`src/rtl/cmo_pkg.sv`:
```
package cmo_pkg;

    // Current operating state, also the op_mode output encoding
    typedef enum logic [1:0] {
        ST_OPER  = 2'b00,
        ST_RESET = 2'b01,
        ST_HALT  = 2'b10,
        ST_SLEEP = 2'b11
    } op_state_e;

    // Mode request codes written into the control register
    localparam logic [1:0] REQ_OPER  = 2'b00;
    localparam logic [1:0] REQ_RESET = 2'b01;
    localparam logic [1:0] REQ_HALT  = 2'b10;
    localparam logic [1:0] REQ_FORCE = 2'b11;

    // Bus-off recovery code that selects automatic halt
    localparam logic [1:0] BO_AUTO_HALT = 2'b01;

    // Control register layout
    localparam int CFG_W     = 4;
    localparam int CFG_LSB   = 0;
    localparam int MODE_LSB  = 8;
    localparam int SLEEP_BIT = 10;
    localparam int BO_LSB    = 11;
    localparam int CTRL_MIN  = BO_LSB + 2;

    typedef struct packed {
        logic [1:0]       bo;
        logic             sleep;
        logic [1:0]       mode;
        logic [CFG_W-1:0] cfg;
    } ctrl_s;

endpackage

```
`src/rtl/cmo_ctrl_regs.sv`:
```
module cmo_ctrl_regs
    import cmo_pkg::*;
#(
    parameter int CTRL_W = 16
) (
    input  logic              clk,
    input  logic              rst_n,
    input  logic              wr_en,
    input  logic [CTRL_W-1:0] wr_data,
    input  logic              bus_off_evt,
    input  op_state_e         state,
    output ctrl_s             ctrl_q,
    output logic              bo_trig
);

    ctrl_s      ctrl_d;
    logic [1:0] wr_mode;
    logic       sleep_ok;

    always_comb begin
        wr_mode  = wr_data[MODE_LSB +: 2];
        sleep_ok = (wr_mode == REQ_RESET) || (wr_mode == REQ_HALT);
        bo_trig  = bus_off_evt && (state == ST_OPER) && (ctrl_q.bo == BO_AUTO_HALT);
        ctrl_d   = ctrl_q;
        if (wr_en) begin
            ctrl_d.mode  = wr_mode;
            ctrl_d.sleep = wr_data[SLEEP_BIT] && sleep_ok;
            if (state == ST_RESET) begin
                ctrl_d.cfg = wr_data[CFG_LSB +: CFG_W];
                ctrl_d.bo  = wr_data[BO_LSB +: 2];
            end
        end
        if (bo_trig) begin
            ctrl_d.mode  = REQ_HALT;
            ctrl_d.sleep = ctrl_q.sleep;
        end
    end

    always_ff @(posedge clk or negedge rst_n) begin
        if (!rst_n) begin
            ctrl_q.bo    <= 2'b00;
            ctrl_q.sleep <= 1'b1;
            ctrl_q.mode  <= REQ_RESET;
            ctrl_q.cfg   <= '0;
        end else begin
            ctrl_q <= ctrl_d;
        end
    end

endmodule

```
`src/rtl/cmo_mode_fsm.sv`:
```
module cmo_mode_fsm
    import cmo_pkg::*;
(
    input  logic       clk,
    input  logic       rst_n,
    input  logic [1:0] mode_req,
    input  logic       sleep_req,
    input  logic       bus_idle,
    input  logic       bo_trig,
    output op_state_e  state_q
);

    op_state_e state_d;
    op_state_e target;
    logic      must_wait;

    always_comb begin
        if (sleep_req) begin
            target = ST_SLEEP;
        end else begin
            case (mode_req)
                REQ_OPER:  target = ST_OPER;
                REQ_HALT:  target = ST_HALT;
                default:   target = ST_RESET;
            endcase
        end
        // Leaving operation mid-frame is deferred, except for forced reset
        must_wait = (state_q == ST_OPER) && (target != ST_OPER) &&
                    (mode_req != REQ_FORCE) && !bus_idle;
        if (bo_trig) begin
            state_d = ST_HALT;
        end else if (must_wait) begin
            state_d = state_q;
        end else begin
            state_d = target;
        end
    end

    always_ff @(posedge clk or negedge rst_n) begin
        if (!rst_n) begin
            state_q <= ST_SLEEP;
        end else begin
            state_q <= state_d;
        end
    end

endmodule

```
`src/rtl/cmo_mode_ctrl.sv`:
```
module cmo_mode_ctrl
    import cmo_pkg::*;
#(
    parameter int CTRL_W = 16
) (
    input  logic              clk,
    input  logic              rst_n,
    input  logic              wr_en,
    input  logic [CTRL_W-1:0] wr_data,
    input  logic              bus_idle,
    input  logic              bus_off_evt,
    output logic [1:0]        op_mode,
    output logic              rst_stat,
    output logic              engine_en,
    output logic [CTRL_W-1:0] ctrl_rd
);

    ctrl_s     ctrl_q;
    op_state_e state_q;
    logic      bo_trig;

    cmo_ctrl_regs #(.CTRL_W(CTRL_W)) u_regs (
        .clk         (clk),
        .rst_n       (rst_n),
        .wr_en       (wr_en),
        .wr_data     (wr_data),
        .bus_off_evt (bus_off_evt),
        .state       (state_q),
        .ctrl_q      (ctrl_q),
        .bo_trig     (bo_trig)
    );

    cmo_mode_fsm u_fsm (
        .clk       (clk),
        .rst_n     (rst_n),
        .mode_req  (ctrl_q.mode),
        .sleep_req (ctrl_q.sleep),
        .bus_idle  (bus_idle),
        .bo_trig   (bo_trig),
        .state_q   (state_q)
    );

    always_comb begin
        op_mode   = state_q;
        rst_stat  = (state_q == ST_RESET);
        engine_en = (state_q == ST_OPER);
        ctrl_rd   = '0;
        ctrl_rd[CFG_LSB +: CFG_W] = ctrl_q.cfg;
        ctrl_rd[MODE_LSB +: 2]    = ctrl_q.mode;
        ctrl_rd[SLEEP_BIT]        = ctrl_q.sleep;
        ctrl_rd[BO_LSB +: 2]      = ctrl_q.bo;
    end

endmodule

```
`config.mk`:
```
export PLATFORM = sky130hd
export DESIGN_NAME = cmo_mode_ctrl
export DESIGN_NICKNAME = d
export VERILOG_FILES = /design/src/rtl/cmo_pkg.sv /design/src/rtl/cmo_ctrl_regs.sv /design/src/rtl/cmo_mode_fsm.sv /design/src/rtl/cmo_mode_ctrl.sv
export SDC_FILE = /design/constraint.sdc
export NUM_CORES = 1
export LEC_CHECK = 0
export CAP_MARGIN = 20
export CORE_AREA = 2 2 39 41
export DETAILED_ROUTE_END_ITERATION = 10
export DIE_AREA = 0 0 41 43
export DONT_BUFFER_PORTS = 1
export SLEW_MARGIN = 20
export SYNTH_ARGS = -nofsm -noshare
export SYNTH_HDL_FRONTEND = slang
export SYNTH_SLANG_ARGS = --single-unit
```
`constraint.sdc`:
```
create_clock -name clk -period 3 [get_ports clk]
set_input_delay 0.3 -clock clk [delete_from_list [all_inputs] [get_ports clk]]
set_output_delay 0.3 -clock clk [all_outputs]
set_load 0.02 [all_outputs]
```
**Yosys cells after proc, flatten, opt, wreduce, memory -nomap -nowiden**

Index checks and enable logic that the tools add are counted.

- Mux-type cells: 7
- Equality and inequality tests: 7
- Bitwise operators: 1
- Reduce and logical (&&, ||, !) cells: 14

Operators by type and width:

| cell | count |
|---|---|
| 2-to-1 mux 2 bit | 4 |
| equality test 2 x 1 -> 1 bit (second input constant) | 3 |
| logical AND 1 bit | 6 |
| 2-to-1 mux 6 bit | 1 |
| equality test 2 bit (second input constant) | 2 |
| logical NOT 2 bit | 2 |
| 2-to-1 mux 4 bit | 1 |
| inequality test 2 bit (second input constant) | 2 |
| one-hot mux 2 bit (2 select lines) | 1 |
| AND reduction 2 bit | 2 |
| nonzero test 2 bit | 2 |
| logical NOT 1 bit | 1 |
| logical OR 1 bit | 1 |
| NOT 1 bit | 1 |

- Flip-flop bits (word level): 11
- Word-level logic and storage cells: 34
- Output and inout port bits: 20

**Longest topological paths before layout**

Gate-level depths: netlist (run 1).

- Depth after elaboration: 9
- Depth in mapped cells: 3

**Cells and area by module**

From an unflattened synthesis (run 1), not the netlist that was laid out.

- Cell total of the unflattened synthesis: 46
- Area, all modules: 578.1 um2

By module, submodules not included:

| module | cells an instance | area each (um2) | times used |
|---|---|---|---|
| cmo_ctrl_regs | 26 | 401.6 | 1 |
| cmo_mode_fsm | 10 | 102.6 | 1 |
| cmo_mode_ctrl | 10 | 73.8 | 1 |

**Worst setup path before layout (run 1)**

No wires, ideal clock.

- Path type: register -> register
- From: register u_fsm.state_q[1]
- To: register u_regs.ctrl_q[0] (netlist name)
- Period minus slack after synthesis: 1.463 ns
- Arrival: 1.338 ns
- Slack: 1.537 ns
- Setup time: 0.125 ns
- Cell stages (with the launch flop): 4
- Cell sequence: dfstp_2 -> and2b_2 -> nand2_4 -> mux2_2

- Word-level cells in the longest chain between the ends: 2

Ends and longest elaborated chain:

| what | RTL line | RTL |
|---|---|---|
| start, declared | cmo_mode_fsm.sv:10 | `output op_state_e state_q` |
| start signal, assigned | cmo_mode_fsm.sv:43 | `state_q <= state_d;` |
| equality test 2 x 1 -> 1 bit | n/a |  |
| via rst_stat | cmo_mode_ctrl.sv:13 | `output logic rst_stat,` |
| AND reduction 2 bit (no source line) | n/a |  |

The timed path passes the listed nets, and every way through them passes these cells.
A chain may end at the register's enable or synchronous reset.

**Final worst setup path (run 1)**

- From: register u_fsm.state_q[1]
- To: register u_regs.ctrl_q[0] (netlist name)

- Word-level cells in the longest chain between the ends: 2

Ends and longest elaborated chain:

| what | RTL line |
|---|---|
| equality test 2 x 1 -> 1 bit | n/a |
| via rst_stat | cmo_mode_ctrl.sv:13 |
| AND reduction 2 bit (no source line) | n/a |

The timed path passes the listed nets, and every way through them passes these cells.

==> results of run 1 <==
-- repair_timing --
item                                    4_1_cts  5_1_grt
resized for setup                             0        0
endpoints found under the setup margin        0        0
hold buffers                                  1        0
endpoints found under the hold margin        11        0
-- cell families (layout without fill, tap and decap cells) --
family | count (synthesis) | in the layout | synth area share, %
other | 1 | 7 | 0.663
multiplexers | 8 | 8 | 15.5
AND/OR/NAND/NOR | 14 | 14 | 15.5
flip-flops | 11 | 11 | 49.6
XOR/XNOR | 1 | 1 | 1.55
buffers and inverters | 9 | 6 | 11.3
AO/OA/AOI/OAI | 5 | 5 | 5.97
-- per-layer routing --
metal,track usage (%),wire (um),share of wire [%],up-vias
met3,3.66,97,11,2
met5,0,0,0,-
li1,-,-,-,163
met1,17.1,391,43,165
met4,10.0,8,0.89,0
met2,15.0,406,45,17
-- state kept, by name, indices dropped and copies added, names as in the netlist --
signal,count
u_regs.ctrl_q,9
u_fsm.state_q,2
-- critical path: stages, from the launching register on --
cell and delay (ns):
dfstp_2 0.64, and2b_2 0.31, nand2_4 0.13, mux2_2 0.34
-- worst paths after layout --
check                                 start               end  slack [ns]
setup / recovery           u_fsm.state_q[1]  u_regs.ctrl_q[0]        1.47
hold / removal                        wr_en  u_regs.ctrl_q[6]        0.16
setup reg to reg           u_fsm.state_q[1]  u_regs.ctrl_q[0]        1.47
hold reg to reg            u_regs.ctrl_q[6]  u_fsm.state_q[0]        0.55
max in group asynchronous             rst_n  u_regs.ctrl_q[6]        2.21
min in group asynchronous             rst_n  u_regs.ctrl_q[5]        0.44
-- placed cells by master, fill, tap and decap left out --
master and count:
conb_1 7, nand2_1 3, xor2_1 1, o22ai_1 1
and2_1 1, mux2_2 6, or4_1 1, dfstp_2 4
clkbuf_1 1, nand3_1 2, dlygate4sd3_1 1, or3_4 1
mux2i_1 2, dfrtp_1 7, and2b_2 1, inv_1 1
o41a_2 1, nor4_1 1, nand2_4 1, a21oi_1 1
nor2_1 2, o21ai_0 2, clkbuf_4 3, nand3b_1 1
-- stage by stage --
stage                     total power, mW  utilization (%)  hold WS [ns]  area, sq um  std cells
after detailed placement            0.482             39.6       0.00462          548         63
after floorplan                     0.465                -       0.00441          588         55
final                               0.576             42.2         0.163          584         68
after CTS                           0.587             42.2         0.152          584         68
after global placement              0.479             39.6       0.00461          548         63
after global routing                0.619             42.2         0.163          584         68
-- layout make-up --
cell class	instances	area (sq um)
Fill cell	132	800
Tap cell	16	20.0
Sequential cell	11	280
Clock buffer	4	26.3
Multi-Input combinational cell	35	244
Timing Repair Buffer	1	10.0
Inverter	1	3.75
-- power groups by stage --
stage	combinational, mW	clock (mW)	sequential, mW
finish	0.129	0.0963	0.351
global route	0.143	0.113	0.363
CTS	0.131	0.103	0.352
detailed placement	0.127	0	0.355
global placement	0.125	0	0.354
floorplan	0.129	0	0.336
==> results by group, run 1 <==
Timing
  – Fin. max-slew vios: 0
  – Worst Tran Pin Value: 0.509 ns
  – RSZ-0062 raised after global routing: no
  – TNS Setup: 0 ns
  – Setup violations, final: 0
  – Setup ws final: 1.47 ns
  – Slew HR: 65.8%
  – Final hold viol count: 0
  – Maximum clock rate: 653 MHz
  – Min Tclk post-route: 1.53 ns
  – Worst clock skew: 0.00121 ns
  – Fin crit share: 51.0%

Pwr
  – Max IR drop VDD: 0.294 mV
  – Net Sw Power: 0.241 mW
  – P_leak: 0.257 nW
  – Switch share: 41.8%
  – PwrDens: 986 nW/um^2
  – Sequential share of power: 61.0%
  – Clock power frac: 16.7%
  – Combinational share of power: 22.3%
  – Int Power: 0.335 mW

Setup path
  – Max FO, Critical Path: 7
  – Arrival @ worst endpoint: 1.68 ns
  – Worst Setup Start Kind: flop
  – Length in cells of the worst reg-to-reg path: 3
  – CP endpoint kind: flop
  – Required time worst endpoint: 3.14 ns
  – WS Path Type: reg -> reg

Clock network
  – Post-CTS Setup Bufs: 0
  – Clock buffer count from CTS: 3
  – Clock Pin Slew Worst Setup and Hold Paths: 0.07 ns
  – CTS sink count: 11
  – CTS tree: yes
  – Clock latency on the worst-skew pair: 0.26 ns
  – H-tree depth: 1
  – Root Buffer: clkbuf_4
  – Clock buffer depth: 2

Floorplanning
  – Die Wd: 41 um
  – Core area: 1380 sq um
  – Die area: 1760 sq um
  – # rows: 14
  – Number of I/O pins: 41
  – Initial Util: 40.9%
  – Die height: 43 um

Synthesis
  – Mean Syn Cell Area: 11.5 sq um
  – YS warnings: 0
  – Most numerous cell in the Yosys netlist: buf_4
  – EDFF count, synth: 0
  – Area of the mapped netlist: 566 sq um
  – #FFs+latches synth: 11
  – Area fraction of the dominant cell type after synthesis: 31.0%
  – Synth area leaders: dfrtp_1 (31%), dfstp_2 (19%), mux2_2 (12%)
  – Asr flop ratio synth: 100%
  – Ys flop type: dfrtp_1
  – Mapped Cells: 49
  – Seq/Total Area, Yosys: 49.6%
  – Synth unique cells: 22
  – Post-synth top cells: buf_4 (8), dfrtp_1 (7), mux2_2 (6)
  – Area leader, netlist: dfrtp_1

Finish
  – Share of cells above drive strength 1: 32.7%
  – Layout area overhead: 3.32%
  – Nets: 74
  – Ant diodes: 0

Global routing
  – Overflow after GRT: 0
  – Largest net degree at the start of global routing: 12
  – Vias in the first global route: 330
  – GRT Total Usage: 12.3%
  – Initial antenna violation count: 0
  – First-pass GRT wire length: 1390 um

Route
  – WL final: 903 um
  – Initial detailed-routing violation count: 0
  – Residual DRC: 0
  – Vias after detailed routing: 347
  – DR vias/cell: 5.10
  – Wire length per cell: 13.3 um
  – DR pass1 iterations: 1
  – Antenna viol nets, final: 0

Outcome
  – Status: completed

Place
  – Routability cong.: 0.635
  – Port Buffers: 0
  – Hpwl dp: 718 um
  – Setup slack at placement: 1.47 ns

Worst hold path
  – Tightest Hold Check Type: in -> reg
  – Hold depth: 2

Job
  – Maxcap violations: 0
Note: power is estimated with default switching activity, not from simulation.
==> run 2: changes to the inputs <==
==> constraint.sdc (replaced) <==
create_clock -name clk -period 1.5 [get_ports clk]
set_input_delay 0.15 -clock clk [delete_from_list [all_inputs] [get_ports clk]]
set_output_delay 0.15 -clock clk [all_outputs]
set_load 0.02 [all_outputs]
==> results by group, run 2 (synthesis results as in run 1) <==
Route
  – WL final: 925 um (was 903 um)
  – Antenna viol nets, final: 0 (unchanged)
  – Initial detailed-routing violation count: 1 (was 0)
  – DR vias/cell: 4.97 (was 5.10)
  – Vias after detailed routing: 348 (was 347)
  – DR pass1 iterations: 2 (was 1)
  – Residual DRC: 0 (unchanged)
  – Wire length per cell: 13.2 um (was 13.3 um)

Clock network
  – H-tree depth: 1 (unchanged)
  – Root Buffer: clkbuf_4 (unchanged)
  – Clock Pin Slew Worst Setup and Hold Paths: 0.07 ns (about the same)
  – CTS sink count: 11 (unchanged)
  – CTS tree: yes (unchanged)
  – Clock latency on the worst-skew pair: 0.26 ns (about the same)
  – Clock buffer depth: 2 (unchanged)
  – Clock buffer count from CTS: 3 (unchanged)

Timing
  – RSZ-0062 raised after global routing: no (unchanged)
  – Min Tclk post-route: 1.40 ns
  – Fin crit share: 93.6%
  – Fin. max-slew vios: 0 (unchanged)
  – Setup violations, final: 0 (unchanged)
  – Worst Tran Pin Value: 0.543 ns (was 0.509 ns)
  – TNS Setup: 0 ns (unchanged)
  – Setup ws final: 0.0959 ns (was 1.47 ns)
  – Worst clock skew: 0.00256 ns (was 0.00121 ns)
  – Final hold viol count: 0 (unchanged)
  – Slew HR: 63.5% (was 65.8%)
  – Maximum clock rate: 712 MHz

Place
  – Setup slack at placement: 0.180 ns (was 1.47 ns)
  – Routability cong.: 0.753 (was 0.635)
  – Placed standard-cell area: 563 sq um (was 548 sq um)
  – Port Buffers: 0 (unchanged)
  – Hpwl dp: 755 um (was 718 um)

Floorplanning
  – Number of I/O pins: 41 (unchanged)
  – # rows: 14 (unchanged)
  – Die area: 1760 sq um (unchanged)
  – Initial Util: 40.9% (unchanged)
  – Die height: 43 um (unchanged)
  – Core area: 1380 sq um (unchanged)
  – Die Wd: 41 um (unchanged)

Global routing
  – Largest net degree at the start of global routing: 12 (unchanged)
  – Initial antenna violation count: 0 (unchanged)
  – GRT Total Usage: 12.7% (was 12.3%)
  – Overflow after GRT: 0 (unchanged)
  – Vias in the first global route: 359 (was 330)
  – First-pass GRT wire length: 1470 um (was 1390 um)

Pwr
  – Max IR drop VDD: 0.772 mV (was 0.294 mV)
  – P_leak: 0.267 nW (was 0.257 nW)
  – PwrDens: 1970 nW/um^2 (was 986 nW/um^2)
  – Total Power: 1.18 mW (was 0.576 mW)

Finish
  – Ant diodes: 0 (unchanged)
  – Commonest cells after routing, fill and taps aside: conb_1 (7), dfrtp_1 (7), mux2_2 (6), dfstp_2 (4) (unchanged)
  – Nets: 76 (was 74)
  – Layout area overhead: 5.97% (was 3.32%)
  – Final std cell area, no fill: 599 sq um (was 584 sq um)
  – Top Registers: u_regs.ctrl_q: 9 flops, u_fsm.state_q: 2 flops (unchanged)
  – Final core occ: 43.3% (was 42.2%)
  – Share of cells above drive strength 1: 35.2% (was 32.7%)
  – Largest Register: u_regs.ctrl_q (unchanged)
  – Max reg flops: 9 (unchanged)
  – # fillers: 145 (was 132)

Setup path
  – CP endpoint kind: primary output (was flop)
  – Max stage delay on crit path: 0.64 ns (about the same)
  – WS Path Type: reg -> out (was reg -> reg)
  – Arrival @ worst endpoint: 1.25 ns (was 1.68 ns)
  – Max FO, Critical Path: 7 (unchanged)
  – Crit-path slowest cell: dfstp_2 (unchanged)
  – Worst Setup Start Kind: flop (unchanged)
  – Required time worst endpoint: 1.35 ns (was 3.14 ns)
  – Critical Path, Cell by Cell: and2b_2 > buf_4 (was and2b_2 > nand2_4 > mux2_2)

Job
  – Maxcap violations: 0 (unchanged)

Worst hold path
  – Tightest Hold Check Type: in -> reg (unchanged)

Outcome
  – Status: completed (unchanged)
==> run 2: where the power goes <==
part	internal [mW]	switching, mW	leakage (nW)	total [mW]
clock network	0.103	0.0904	0.0150	0.193
logic	0.156	0.162	0.128	0.318
registers	0.437	0.234	0.124	0.671
==> run 2: what timing repair did <==
action                    CTS  global route
setup buffers               0             0
hold buffers                1             0
hold endpoints to repair   11             0
resized for setup           0             0
==> run 2: critical path: cells and delay by family, from the launching register on <==
family	cells	cell delay [ns]
buffers and inverters	1	0.14
and+or+nand+nor	1	0.21
DFF	1	0.64
==> run 2: metrics by stage <==
| step | hold slack, ns | cells |
|---|---|---|
| detailed placement | -0.145 | 65 |
| global route | 0.00871 | 70 |
| floorplan | -0.146 | 55 |
| finish | 0.0117 | 70 |
| global placement | -0.145 | 65 |
| CTS | 0.00547 | 70 |
==> run 2: worst paths after layout <==
kind                                   from               end  slack (ns)  depth (start not counted)
setup / recovery           u_fsm.state_q[0]          rst_stat         0.1                          2
hold / removal                        wr_en  u_regs.ctrl_q[6]        0.01                          2
setup reg to reg           u_fsm.state_q[0]  u_regs.ctrl_q[1]        0.18                          3
hold reg to reg            u_regs.ctrl_q[6]  u_fsm.state_q[0]        0.55                          2
max in group asynchronous             rst_n  u_regs.ctrl_q[4]        0.86                          1
min in group asynchronous             rst_n  u_regs.ctrl_q[8]        0.29                          1
==> run 2: routing by layer <==
metal	part of all wire, %	vias to the layer above	track usage, %
li1	-	166	-
met1	40	162	15.4
met2	47	18	18.4
met3	12	2	4.19
met4	1.3	0	8.00
met5	0	-	0
==> run 2: area by class of cell <==
class	instances	area [sq um]	share of cell area [%]
well taps	16	20.0	3.34
multi-input cells	35	244	40.7
flip-flops and latches	11	280	46.8
clock buffers	4	26.3	4.38
inverters	1	3.75	0.626
repair buffers	3	25.0	4.18
==> run 3: changes to the inputs <==
--- a/config.mk
+++ b/config.mk
@@ -5,6 +5,7 @@
 export SDC_FILE = /design/constraint.sdc
 export NUM_CORES = 1
 export LEC_CHECK = 0
+export ABC_AREA = 1
 export CAP_MARGIN = 20
 export CORE_AREA = 2 2 39 41
 export DETAILED_ROUTE_END_ITERATION = 10
==> results by group, run 3 <==
Global routing
  – M3 GR Usage: 4.71% (was 4.19%)
  – Initial antenna violation count: 0 (unchanged)
  – GR Layer Usage met1: 17.9% (was 15.4%)
  – GRT Total Usage: 14.0% (was 12.7%)
  – First-pass GRT wire length: 1640 um (was 1470 um)
  – M2 GR Usage: 18.8% (was 18.4%)
  – Largest net degree at the start of global routing: 12 (unchanged)
  – Overflow after GRT: 0 (unchanged)
  – Vias in the first global route: 416 (was 359)
  – Busiest grt layer: met2 (unchanged)

Pwr
  – PwrDens: 1830 nW/um^2 (was 1970 nW/um^2)
  – Max IR drop VDD: 0.746 mV (was 0.772 mV)
  – P_leak: 0.350 nW (was 0.267 nW)

Setup path
  – Required time worst endpoint: 1.35 ns (about the same)
  – Max FO, Critical Path: 3 (was 7)
  – Crit-path slowest cell: dfstp_2 (unchanged)
  – Critical Path, Cell by Cell: inv_2 > nor2_4 > buf_4 (was and2b_2 > buf_4)
  – Worst Setup Start Kind: flop (unchanged)
  – Arrival @ worst endpoint: 1.23 ns (was 1.25 ns)
  – WS Path Type: reg -> out (unchanged)
  – Max stage delay on crit path: 0.63 ns (was 0.64 ns)
  – CP endpoint kind: primary output (unchanged)

Finish
  – Final std cell area, no fill: 667 sq um (was 599 sq um)
  – Ant diodes: 0 (unchanged)
  – Share of cells above drive strength 1: 17.3% (was 35.2%)
  – Final core occ: 48.2% (was 43.3%)
  – Largest Register: u_regs.ctrl_q (unchanged)
  – Commonest cells after routing, fill and taps aside: nand2_1 (22), nand3_1 (9), conb_1 (7), dfrtp_1 (7), inv_1 (6) (was conb_1 (7), dfrtp_1 (7), mux2_2 (6), dfstp_2 (4))
  – Nets: 103 (was 76)
  – Max reg flops: 9 (unchanged)
  – Layout area overhead: 7.89% (was 5.97%)
  – Top Registers: u_regs.ctrl_q: 9 flops, u_fsm.state_q: 2 flops (unchanged)
  – Leading cell type in the layout, fill and taps excluded: nand2_1

Timing
  – TNS Setup: 0 ns (unchanged)
  – Setup violations, final: 0 (unchanged)
  – Final hold viol count: 0 (unchanged)
  – RSZ-0062 raised after global routing: no (unchanged)
  – Fin crit share: 91.7% (was 93.6%)
  – Maximum clock rate: 727 MHz (was 712 MHz)
  – Setup ws final: 0.125 ns (was 0.0959 ns)
  – Fin. max-slew vios: 0 (unchanged)
  – Worst clock skew: 0.00128 ns (was 0.00256 ns)
  – Min Tclk post-route: 1.38 ns (was 1.40 ns)

Floorplanning
  – Initial Util: 44.7% (was 40.9%)
  – # rows: 14 (unchanged)
  – Core area: 1380 sq um (unchanged)
  – Number of I/O pins: 41 (unchanged)
  – Die Wd: 41 um (unchanged)
  – Die height: 43 um (unchanged)
  – Die area: 1760 sq um (unchanged)

Synthesis
  – Most numerous cell in the Yosys netlist: nand2_1 (was buf_4)
  – Mean Syn Cell Area: 8.24 sq um (was 11.5 sq um)
  – YS warnings: 0 (unchanged)
  – Synth unique cells: 17 (was 22)
  – Asr flop ratio synth: 100% (unchanged)
  – EDFF count, synth: 0 (unchanged)
  – Seq/Total Area, Yosys: 45.3% (was 49.6%)
  – Area leader, netlist: dfrtp_1 (unchanged)
  – #FFs+latches synth: 11 (unchanged)
  – Area of the mapped netlist: 618 sq um (was 566 sq um)
  – Mapped Cells: 75 (was 49)
  – Ys flop type: dfrtp_1 (unchanged)
  – Post-synth top cells: nand2_1 (22), nand3_1 (9), buf_4 (8) (was buf_4 (8), dfrtp_1 (7), mux2_2 (6))
  – Synth area leaders: dfrtp_1 (28%), dfstp_2 (17%), nand2_1 (13%) (was dfrtp_1 (31%), dfstp_2 (19%), mux2_2 (12%))
  – Area fraction of the dominant cell type after synthesis: 28.3% (was 31.0%)

Clock network
  – # resized after CTS: 0 (unchanged)
  – CTS sink count: 11 (unchanged)
  – Root Buffer: clkbuf_4 (unchanged)
  – CTS tree: yes (unchanged)
  – Clock Pin Slew Worst Setup and Hold Paths: 0.07 ns (about the same)
  – Clock buffer count from CTS: 3 (unchanged)
  – Clock buffer depth: 2 (unchanged)
  – H-tree depth: 1 (unchanged)
  – Clock latency on the worst-skew pair: 0.27 ns (was 0.26 ns)

Job
  – Maxcap violations: 0 (unchanged)

Worst hold path
  – Tightest Hold Check Type: in -> reg (unchanged)

Outcome
  – Status: completed (unchanged)

Route
  – Wire length per cell: 11.1 um (was 13.2 um)
  – Vias after detailed routing: 442 (was 348)
  – DR vias/cell: 4.56 (was 4.97)
  – Initial detailed-routing violation count: 6 (was 1)
  – Residual DRC: 0 (unchanged)
  – Antenna viol nets, final: 0 (unchanged)
  – DR pass1 iterations: 4 (was 2)
  – WL final: 1070 um (was 925 um)

Place
  – Routability cong.: 0.655 (was 0.753)
  – Placed standard-cell area: 603 sq um (was 563 sq um)
  – Port Buffers: 0 (unchanged)
  – Hpwl dp: 781 um (was 755 um)
  – Setup slack at placement: 0.259 ns (was 0.180 ns)
## run 3: cell count changes after synthesis, moves of 2 or more
cell,delta
inv_1,+5
mux2_2,-6
mux2i_1,-2
nand2_1,+19
nand3_1,+7
nand3b_1,+2
nor2_1,+3
nor2_4,+2
## run 3: power breakdown
group	internal, mW	leakage [nW]	switching [mW]
Clock	0.103	0.0150	0.104
Combinational	0.122	0.207	0.198
Sequential	0.432	0.128	0.258
## run 3: kinds of logic (layout without fill, tap and decap cells)
logic type             after synthesis  count (layout)  synth area share [%]
AOI/OAI and AO/OA                    4               4                  3.64
buffers and inverters               16              16                  14.8
DFF                                 11              11                  45.3
other                                1               7                 0.607
and+or+nand+nor                     43              43                  35.6
## run 3: worst paths after layout
kind | startpoint | endpoint | slack, ns | cells past startpoint
hold reg to reg | u_regs.ctrl_q[6] | u_regs.ctrl_q[6] | 0.54 | 2
setup / recovery | u_fsm.state_q[0] | rst_stat | 0.12 | 3
min in group asynchronous | rst_n | u_regs.ctrl_q[5] | 0.28 | 1
max in group asynchronous | rst_n | u_regs.ctrl_q[6] | 0.87 | 1
hold / removal | wr_en | u_regs.ctrl_q[6] | 0.004 | 3
setup reg to reg | u_fsm.state_q[0] | u_regs.ctrl_q[0] | 0.23 | 6
## run 3: what timing repair did
item                                    CTS  global route
hold endpoints to repair                 14             0
buffers inserted                          1             0
endpoints found under the setup margin    1             0
hold buffers                              3             0
## run 3: worst max-delay path: cells and delay by family, from the launching register on
kind,cells,cell delay (ns)
buffers and inverters,2,0.21
AND/OR/NAND/NOR,1,0.11
flip-flops,1,0.63
## run 3: cell type report
cell class / instances / area (sq um)
multi-input cells: 54 / 269
clock buffers: 4 / 26.3
flip-flops and latches: 11 / 280
fillers: 155 / 717
repair buffers: 5 / 45.0
well taps: 16 / 20.0
inverters: 7 / 26.3
## run 3: routing by layer
metal	wire [um]	share of wire, %	vias to the layer above
met4	17	1.6	0
li1	-	-	233
met2	512	48	20
met3	103	9.6	2
met5	0	0	-
met1	440	41	187
## run 3: metrics by stage
| stage | instances | hold slack (ns) | power [mW] |
|---|---|---|---|
| CTS | 97 | 0.00187 | 1.23 |
| finish | 97 | 0.00405 | 1.22 |
| global placement | 89 | -0.145 | 0.992 |
| floorplan | 81 | -0.146 | 0.948 |
| global route | 97 | 0.0113 | 1.30 |
| detailed placement | 89 | -0.145 | 0.999 |
